File: src/rtl/dma_irq_pkg.sv
package dma_irq_pkg;
  localparam int ADDR_W = 2;
  localparam int DATA_W = 32;

  localparam logic [ADDR_W-1:0] ADDR_CTRL = 2'd0;
  localparam logic [ADDR_W-1:0] ADDR_PEND = 2'd1;
  localparam logic [ADDR_W-1:0] ADDR_MUTE = 2'd2;

  typedef struct packed {
    logic ctrlRd;
    logic ctrlWr;
    logic pendWr;
    logic muteWr;
    logic selCtrl;
    logic selPend;
    logic selMute;
  } regStrobe_t;
endpackage

File: src/rtl/dma_irq_ctrl.sv
module dma_irq_ctrl
  import dma_irq_pkg::*;
(
  input  logic [ADDR_W-1:0] regAddr,
  input  logic              regRd,
  input  logic              regWr,
  output regStrobe_t        strobes
);
  logic hitCtrl, hitPend, hitMute;

  always_comb begin
    hitCtrl = (regAddr == ADDR_CTRL);
    hitPend = (regAddr == ADDR_PEND);
    hitMute = (regAddr == ADDR_MUTE);
    strobes.ctrlRd  = regRd & hitCtrl;
    strobes.ctrlWr  = regWr & hitCtrl;
    strobes.pendWr  = regWr & hitPend;
    strobes.muteWr  = regWr & hitMute;
    strobes.selCtrl = regRd & hitCtrl;
    strobes.selPend = regRd & hitPend;
    strobes.selMute = regRd & hitMute;
  end
endmodule

File: src/rtl/dma_irq_datapath.sv
module dma_irq_datapath
  import dma_irq_pkg::*;
#(
  parameter int NUM_CH = 4
) (
  input  logic              clk,
  input  logic              rstN,
  input  regStrobe_t        strobes,
  input  logic [DATA_W-1:0] wrData,
  input  logic [NUM_CH-1:0] chanEvent,
  output logic [DATA_W-1:0] rdData,
  output logic              irqOut
);
  logic [NUM_CH-1:0] pend;
  logic [NUM_CH-1:0] mute;
  logic [NUM_CH-1:0] accept;
  logic              masterEn;
  logic              summary;

  always_comb begin
    accept  = chanEvent & ~mute;
    summary = |pend;
    irqOut  = masterEn & summary;
  end

  for (genvar i = 0; i < NUM_CH; i++) begin : g_chan
    always_ff @(posedge clk or negedge rstN) begin
      if (!rstN) begin
        pend[i] <= 1'b0;
        mute[i] <= 1'b0;
      end else begin
        pend[i] <= accept[i] | (pend[i] & ~(strobes.pendWr & wrData[i]));
        mute[i] <= accept[i] | (strobes.muteWr ? wrData[i] : mute[i]);
      end
    end

    AST_EVT_LATCHES_BOTH: assert property (@(posedge clk) disable iff (!rstN)
      $past(chanEvent[i] && !mute[i]) |-> (pend[i] && mute[i]));
    AST_MUTED_HOLDS_OFF: assert property (@(posedge clk) disable iff (!rstN)
      $past(mute[i] && !pend[i]) |-> !pend[i]);
    AST_W1C_CLEARS: assert property (@(posedge clk) disable iff (!rstN)
      $past(strobes.pendWr && wrData[i] && !(chanEvent[i] && !mute[i])) |-> !pend[i]);
  end

  always_ff @(posedge clk or negedge rstN) begin
    if (!rstN)               masterEn <= 1'b0;
    else if (strobes.ctrlWr) masterEn <= wrData[0];
    else if (strobes.ctrlRd) masterEn <= 1'b0;
  end

  always_comb begin
    rdData = '0;
    if (strobes.selCtrl) rdData = {{(DATA_W-2){1'b0}}, summary, masterEn};
    else if (strobes.selPend) rdData = DATA_W'(pend);
    else if (strobes.selMute) rdData = DATA_W'(mute);
  end

  AST_READ_CLAIMS: assert property (@(posedge clk) disable iff (!rstN)
    $past(strobes.ctrlRd && !strobes.ctrlWr) |-> !irqOut);
  AST_IRQ_NEEDS_PEND: assert property (@(posedge clk) disable iff (!rstN)
    irqOut |-> (rdData[1] || !strobes.selCtrl));
endmodule

File: src/rtl/dma_irq_agg.sv
module dma_irq_agg
  import dma_irq_pkg::*;
#(
  parameter int NUM_CH = 4
) (
  input  logic              clk,
  input  logic              rstN,
  input  logic [1:0]        regAddr,
  input  logic [31:0]       regWrData,
  input  logic              regRd,
  input  logic              regWr,
  output logic [31:0]       regRdData,
  input  logic [NUM_CH-1:0] chanEvent,
  output logic              irqOut
);
  regStrobe_t strobes;

  dma_irq_ctrl u_ctrl (
    .regAddr (regAddr),
    .regRd   (regRd),
    .regWr   (regWr),
    .strobes (strobes)
  );

  dma_irq_datapath #(.NUM_CH(NUM_CH)) u_dp (
    .clk       (clk),
    .rstN      (rstN),
    .strobes   (strobes),
    .wrData    (regWrData),
    .chanEvent (chanEvent),
    .rdData    (regRdData),
    .irqOut    (irqOut)
  );
endmodule

File: config.mk
export PLATFORM = sky130hd
export DESIGN_NAME = dma_irq_agg
export DESIGN_NICKNAME = d
export VERILOG_FILES = /design/src/rtl/dma_irq_pkg.sv /design/src/rtl/dma_irq_ctrl.sv /design/src/rtl/dma_irq_datapath.sv /design/src/rtl/dma_irq_agg.sv
export SDC_FILE = /design/constraint.sdc
export NUM_CORES = 1
export LEC_CHECK = 0
export ABC_AREA = 1
export BUFFER_PORTS_ARGS = -buffer_cell sky130_fd_sc_hd__clkbuf_2
export CAP_MARGIN = 5
export CORE_UTILIZATION = 37
export DETAILED_ROUTE_END_ITERATION = 12
export GPL_TIMING_DRIVEN = 1
export PLACE_DENSITY = 0.93
export RECOVER_POWER = 50
export SLEW_MARGIN = 25
export SYNTH_ARGS = -nofsm -noshare
export SYNTH_HDL_FRONTEND = slang
export SYNTH_HIERARCHICAL = 1
export SYNTH_SLANG_ARGS = --single-unit
File: constraint.sdc
create_clock -name clk -period 2.32 [get_ports clk]
set_clock_uncertainty 0.05 [all_clocks]
set_input_delay 0.464 -clock clk [delete_from_list [all_inputs] [get_ports clk]]
set_output_delay 0.464 -clock clk [all_outputs]
set_load 0.02 [all_outputs]
Yosys cells after proc, flatten, opt, wreduce, memory -nomap -nowiden
Index checks and enable logic that the tools add are counted.

Logic and storage cells: 52. Register bits after elaboration: 9.

Eq/ne operators: 2. Bitwise logic cells: 29. Muxes and demuxes: 9. Reductions and logical operators: 3.

Operator list (number): $and 1x1->1 (15); $mux 4 (3); $or 1x1->1 (8); $mux 1 (6); $and 4x4->4 (1); $not 1->1 (4); $not 4->4 (1); $reduce_or 4->1 (1); $eq 2x1->1 const B (1); $eq 2x2->1 const B (1); $logic_not 2->1 (1); $reduce_bool 2->1 (1).

Depth between registers and ports, before layout
Gate-level depths: netlist (run 1).

Depth in word-level cells: 6. Gate-level depth with buffers: 7. Gate-level depth less buffers: 7.

Cells and area by module
Netlist (run 1), hierarchy kept.

By module, submodules not included: dma_irq_datapath (instances 1, area each 678.2 µm², cells each 94); dma_irq_ctrl (instances 1, area each 56.3 µm², cells each 14).

Worst setup path before layout (run 1)
OpenSTA, ideal clock, no wires.

Kind: input port to output port. Start point: input regAddr[1]. End point: output regRdData[1]. Stages: 7. Data required time: 1.806 ns. Path buffers: 0. Data arrival time: 1.267 ns. Setup slack: 0.539 ns. Cell sequence: inv_1 > nand2_1 > nor2_1 > inv_1 > nand2_1 > nor2_1 > nor2_1.

RTL lines: start: declaration (line dma_irq_agg.sv:8) `input logic [1:0] regAddr,`; end: declaration (line dma_irq_agg.sv:12) `output logic [31:0] regRdData,`.

==> results of run 1 <==
power by group through the flow:
stage | clock, µW | combinational [µW] | sequential, µW
after floorplan | 0 | 160 | 221
after global placement | 0 | 155 | 231
after detailed placement | 0 | 159 | 234
after CTS | 122 | 160 | 231
after global routing | 126 | 183 | 238
final | 121 | 159 | 231
Yosys cell counts:
cell type  count
nand3_1        3
a21oi_1        4
nand2_1       32
conb_1         1
a21boi_0       1
buf_4         29
inv_1         10
dfrtp_1        9
o211ai_1       4
nor2_1        14
buf_2          1
per-stage QoR:
stage               total power [µW]  utilization [%]  setup slack [ns]  hold WS [ns]  cells
floorplan                        382                -             0.539         0.118    135
global placement                 386             40.8             0.413         0.274    148
detailed placement               392             40.8             0.379         0.284    148
CTS                              512             42.2             0.371       0.00599    152
global route                     547             42.2             0.268         0.123    152
finish                           511             42.2             0.378        0.0797    152
worst max-delay path by stage:
stage | startpoint | end | cells past startpoint
final | regAddr[1] | regRdData[1] | 9
after global routing | regAddr[1] | regRdData[1] | 9
after CTS | regAddr[1] | regRdData[1] | 9
after detailed placement | regAddr[1] | regRdData[1] | 9
after global placement | regAddr[1] | regRdData[1] | 9
after floorplan | regAddr[1] | regRdData[1] | 7
cells by family after synthesis:
group	after synthesis	synth area share (%)
compound gates	9	7.84
buf+inv	40	35.4
flops	9	30.7
other cells	1	0.511
simple gates	49	25.6
metal layers:
metal	routed length, µm	track usage (%)	part of all wire (%)
met5	0	0	0
met1	535	15.3	44
met3	88	1.18	7.3
met2	551	22.2	46
met4	28	8.82	2.3
state kept, by name, indices dropped and copies added, names as in the netlist:
name,count
u_dp/masterEn,1
u_dp/pend,4
u_dp/mute,4
cell type report:
| cell class | instances | area (µm²) |
|---|---|---|
| clock buffer | 4 | 26.3 |
| multi-input combinational | 86 | 350 |
| fill | 204 | 1040 |
| timing repair buffer | 18 | 88.8 |
| sequential | 9 | 225 |
| inverter | 10 | 37.5 |
| tap | 25 | 31.3 |
==> results.json, run 1 <==
{
  "seq_power_share_pct": 45.2,
  "reg2reg_slack_ns": 1.55,
  "cts_setup_buffers": 0,
  "p_clk_share_pct": 23.7,
  "r2r_end": "u_dp/mute[1]$_DFF_PN0_",
  "clkSinkCount": 9,
  "htree_levels": 1,
  "grtUsageTotal_pct": 13.1,
  "drc": 0,
  "p_sw_share_pct": 39.0,
  "dp_hpwl_um": 1020,
  "cts.clk_slew.worst_paths_ns": 0.06,
  "synth_area_per_cell_um2": 6.80,
  "worstRegToRegCells": 3,
  "worstSkewPairLatency_ns": 0.26,
  "cts_tree": "built",
  "critPathKind": "in2out",
  "p_leak_uw": 0.000441,
  "required_ns": 1.81,
  "layout.nets": 170,
  "path_buf_inv": 3,
  "cp_top_family": "simple AND/OR/NAND/NOR gates",
  "p_int_uw": 312,
  "yosys_register_bits": 9,
  "die_x_um": 46.6,
  "placed_area_um2": 734,
  "io_buffer_count": 18,
  "core_um2": 1800,
  "setup_tns_ns": 0,
  "combPwrFrac_pct": 31.1,
  "yosysTopAreaCell": "dfrtp_1",
  "vias_per_cell": 4.04,
  "drt_first_pass_iters": 4,
  "area_growth_pct": 3.41,
  "p_per_area_nw_per_um2": 673,
  "synth_warnings": 6,
  "final-hold-violation-count": 0,
  "grt_max_degree": 10,
  "fp.dieH_um": 46.6,
  "fin_area_um2": 759,
  "r2r_start": "u_dp/mute[1]$_DFF_PN0_",
  "grt_pass1_vias": 492,
  "grt_pass1_wl_um": 1950,
  "ir_drop_uv": 324,
  "drtIter0Drc": 11,
  "rows": 15,
  "antenna_found_initial": 0,
  "most-common-layout-cells": "32 x nand2_1, 28 x conb_1, 17 x clkbuf_2",
  "critPathCaptureType": "output pin",
  "cp_slowest_cell": "nor2_1",
  "clk_path_buf_depth": 2,
  "final_common_cell": "nand2_1",
  "status": "complete, no violations",
  "finalSetupViolations": 0,
  "p_sw_uw": 199,
  "period_needed_ns": 1.94,
  "relSlewSlack_pct": 65.8,
  "start_util_pct": 40.8,
  "tightest_slew_ns": 0.511,
  "synth.area.top_cells": "dfrtp_1 31%, buf_4 30%, nand2_1 16%, nor2_1 7.2%, inv_1 5.1%",
  "synth-seq-area-share_pct": 30.7,
  "drive_above_1_share_pct": 15.7,
  "synth_top_area_share_pct": 30.7,
  "slew_violations": 0,
  "die_area_um2": 2170,
  "startpoint_type": "input port",
  "worstPathArrival_ns": 1.43,
  "cts_resized": 0,
  "synthCells": 108,
  "syn_area_um2": 734,
  "vias": 614,
  "io_pins": 75,
  "final_antenna_net_count": 0,
  "crit_fanout": 6,
  "grt_overflow_total": 0,
  "cap_violations": 0,
  "fmax_mhz": 515,
  "cp_cell_sequence": "clkbuf_2, inv_1, nand2_1, nor2_1, nand2_1, nand2_1, nor2_1, nor2_1, clkbuf_2",
  "antenna_cells": 0,
  "synthDistinctLibCells": 11,
  "root_buffer": "clkbuf_4",
  "finalWirelength_um": 1200,
  "gp_congestion": 0.837,
  "finalCritPeriodShare_pct": 83.7,
  "cts_buffers": 3,
  "hold_path_class": "in2async",
  "drt-wirelength-per-cell_um": 7.91,
  "slowest_delay_ns": 0.29,
  "grt_setup_unrepaired": "false",
  "ctsHoldBuffers": 0
}
Power figures use the tool's default switching activity.
==> run 2: changes to the inputs <==
CORE_UTILIZATION = 31   (was 37)
PLACE_DENSITY = 0.85   (was 0.93)
clock period = 1.7 ns   (was 2.32 ns; I/O delays follow)
==> run 2 against run 1 <==
  * Critical path depth decreased by 1
  * First-iteration DRC count rose by 27%
  * Worst setup slack got worse by 0.32 ns
  * Die area grew 18%
  * Final area is 8.1% higher
  * Register-to-register slack got worse by 0.61 ns
  * Wire length is 5.7% higher
  * Utilization shrank 5.0 points
  * Power rose by 38%
  * Cell count rose by 4.6%
  * Combinational power is 50% higher
  * Largest cell class unchanged
==> results.json, run 2 (synthesis gave the netlist of run 1 again) <==
{
  "finalWirelength_um": 1270,
  "worstRegToRegCells": 3,
  "rows": 17,
  "fmax_mhz": 608,
  "critPathKind": "in2out",
  "setup_tns_ns": 0,
  "seqCellArea_um2": 225,
  "slew_violations": 0,
  "reg2reg_slack_ns": 0.94,
  "finalSetupViolations": 0,
  "dp_hpwl_um": 1030,
  "final_cells": 159,
  "multi_input_area_um2": 365,
  "placed_area_um2": 761,
  "start_util_pct": 33.2,
  "p_sw_uw": 267,
  "io_buffer_count": 18,
  "seq_power_share_pct": 43.8,
  "startpoint": "regRd",
  "vias_per_cell": 3.94,
  "drtIter0Drc": 14,
  "clkSinkCount": 9,
  "dp_cells": 154,
  "fp.dieH_um": 50.7,
  "drc": 0,
  "p_per_area_nw_per_um2": 860,
  "p_leak_uw": 0.000461,
  "fin_area_um2": 821,
  "grt_overflow_total": 0,
  "area_growth_pct": 11.8,
  "die_x_um": 50.7,
  "p_sw_share_pct": 37.8,
  "layout.nets": 174,
  "htree_levels": 1,
  "most-common-layout-cells": "32 x nand2_1, 28 x conb_1, 13 x clkbuf_2, 13 x nor2_1, 10 x inv_1",
  "grt_pass1_vias": 559,
  "r2r_end": "u_dp/mute[1]$_DFF_PN0_",
  "p_int_uw": 439,
  "io_pins": 75,
  "grt_max_degree": 10,
  "ir_drop_uv": 579,
  "drt-wirelength-per-cell_um": 7.99,
  "final_antenna_net_count": 0,
  "crit_fanout": 6,
  "startpoint_type": "input port",
  "period_needed_ns": 1.64,
  "die_area_um2": 2570,
  "r2r_start": "u_dp/mute[1]$_DFF_PN0_",
  "combPwrFrac_pct": 33.7,
  "vias": 627,
  "cts_buffers": 3,
  "drive_above_1_share_pct": 19.1,
  "clk_path_buf_depth": 2,
  "final_common_cell": "nand2_1",
  "grt_pass1_wl_um": 2050,
  "worstSkewPairLatency_ns": 0.25,
  "fillers": 250,
  "cts_setup_buffers": 0,
  "critPathCaptureType": "output pin",
  "cts_tree": "built",
  "gp_congestion": 0.864,
  "fin_total_pwr_uw": 706,
  "cap_violations": 0,
  "grtUsageTotal_pct": 10.7,
  "worstPathArrival_ns": 1.25,
  "drt_first_pass_iters": 4,
  "endpoint": "regRdData[2]",
  "grt_setup_unrepaired": "true",
  "cts.clk_slew.worst_paths_ns": 0.06,
  "p_clk_share_pct": 22.4,
  "core_um2": 2210,
  "required_ns": 1.31,
  "status": "complete, no violations",
  "root_buffer": "clkbuf_4",
  "antenna_found_initial": 0,
  "top_regs": "u_dp/mute: 4 flops, u_dp/pend: 4 flops, u_dp/masterEn: 1 flops",
  "antenna_cells": 0,
  "final-hold-violation-count": 0,
  "hold_path_class": "in2reg",
  "finalCritPeriodShare_pct": 96.7
}
==> run 2: how the worst min path moves through the flow <==
stage	end	slack, ns	depth (start not counted)	start
4_1_cts	u_dp/pend[0]$_DFF_PN0_	0.25	3	chanEvent[0]
3_3_place_gp	u_dp/pend[1]$_DFF_PN0_	0.15	1	rstN
6_report	u_dp/pend[0]$_DFF_PN0_	0.26	3	chanEvent[0]
2_1_floorplan	u_dp/masterEn$_DFFE_PN0P_	-0.006	0	rstN
3_5_place_dp	u_dp/mute[2]$_DFF_PN0_	0.16	1	rstN
5_1_grt	u_dp/pend[0]$_DFF_PN0_	0.27	3	chanEvent[0]
==> run 2: final cells by class <==
cell class              instances  share of cell area, %
clock buffers                   4                   3.20
multi-input cells              86                   44.5
flip-flops and latches          9                   27.4
inverters                      10                   4.57
well taps                      28                   4.27
repair buffers                 22                   16.0
==> run 2: metrics by stage <==
stage | util [%] | setup slack, ns | hold WS [ns]
4_1_cts | 36.0 | 0.00697 | 0.249
3_5_place_dp | 34.4 | 0.00836 | 0.156
3_3_place_gp | 34.4 | 0.00394 | 0.153
6_report | 37.1 | 0.0556 | 0.255
5_1_grt | 37.1 | -0.0171 | 0.270
2_1_floorplan | - | 0.167 | -0.00559
==> run 2: metal layers <==
metal	global-route usage (%)	wire length, µm	share of wire [%]	up-vias
met5	0	0	0	-
met4	5.56	0	0	0
met3	0.909	72	5.7	0
met2	19.8	652	51	24
met1	12.0	547	43	281
li1	-	-	-	322
==> run 2: power groups by stage <==
stage	sequential, µW	combinational [µW]	clock (µW)
after global routing	317	270	179
after floorplan	302	219	0
after global placement	311	218	0
final	309	238	158
after detailed placement	312	224	0
after CTS	308	226	165
==> run 2: critical path, cell delays in order <==
cell	delay, ns
clkbuf_2	0.08
inv_1	0.12
nor2_1	0.07
buf_4	0.15
inv_1	0.10
nand3_1	0.10
a21oi_2	0.14
buf_4	0.15
==> run 2: timing repair <==
item | in CTS | in global routing
resized for setup | 0 | 13
setup endpoints to repair | 0 | 4
hold buffers | 1 | 0
hold endpoints to repair | 9 | 0
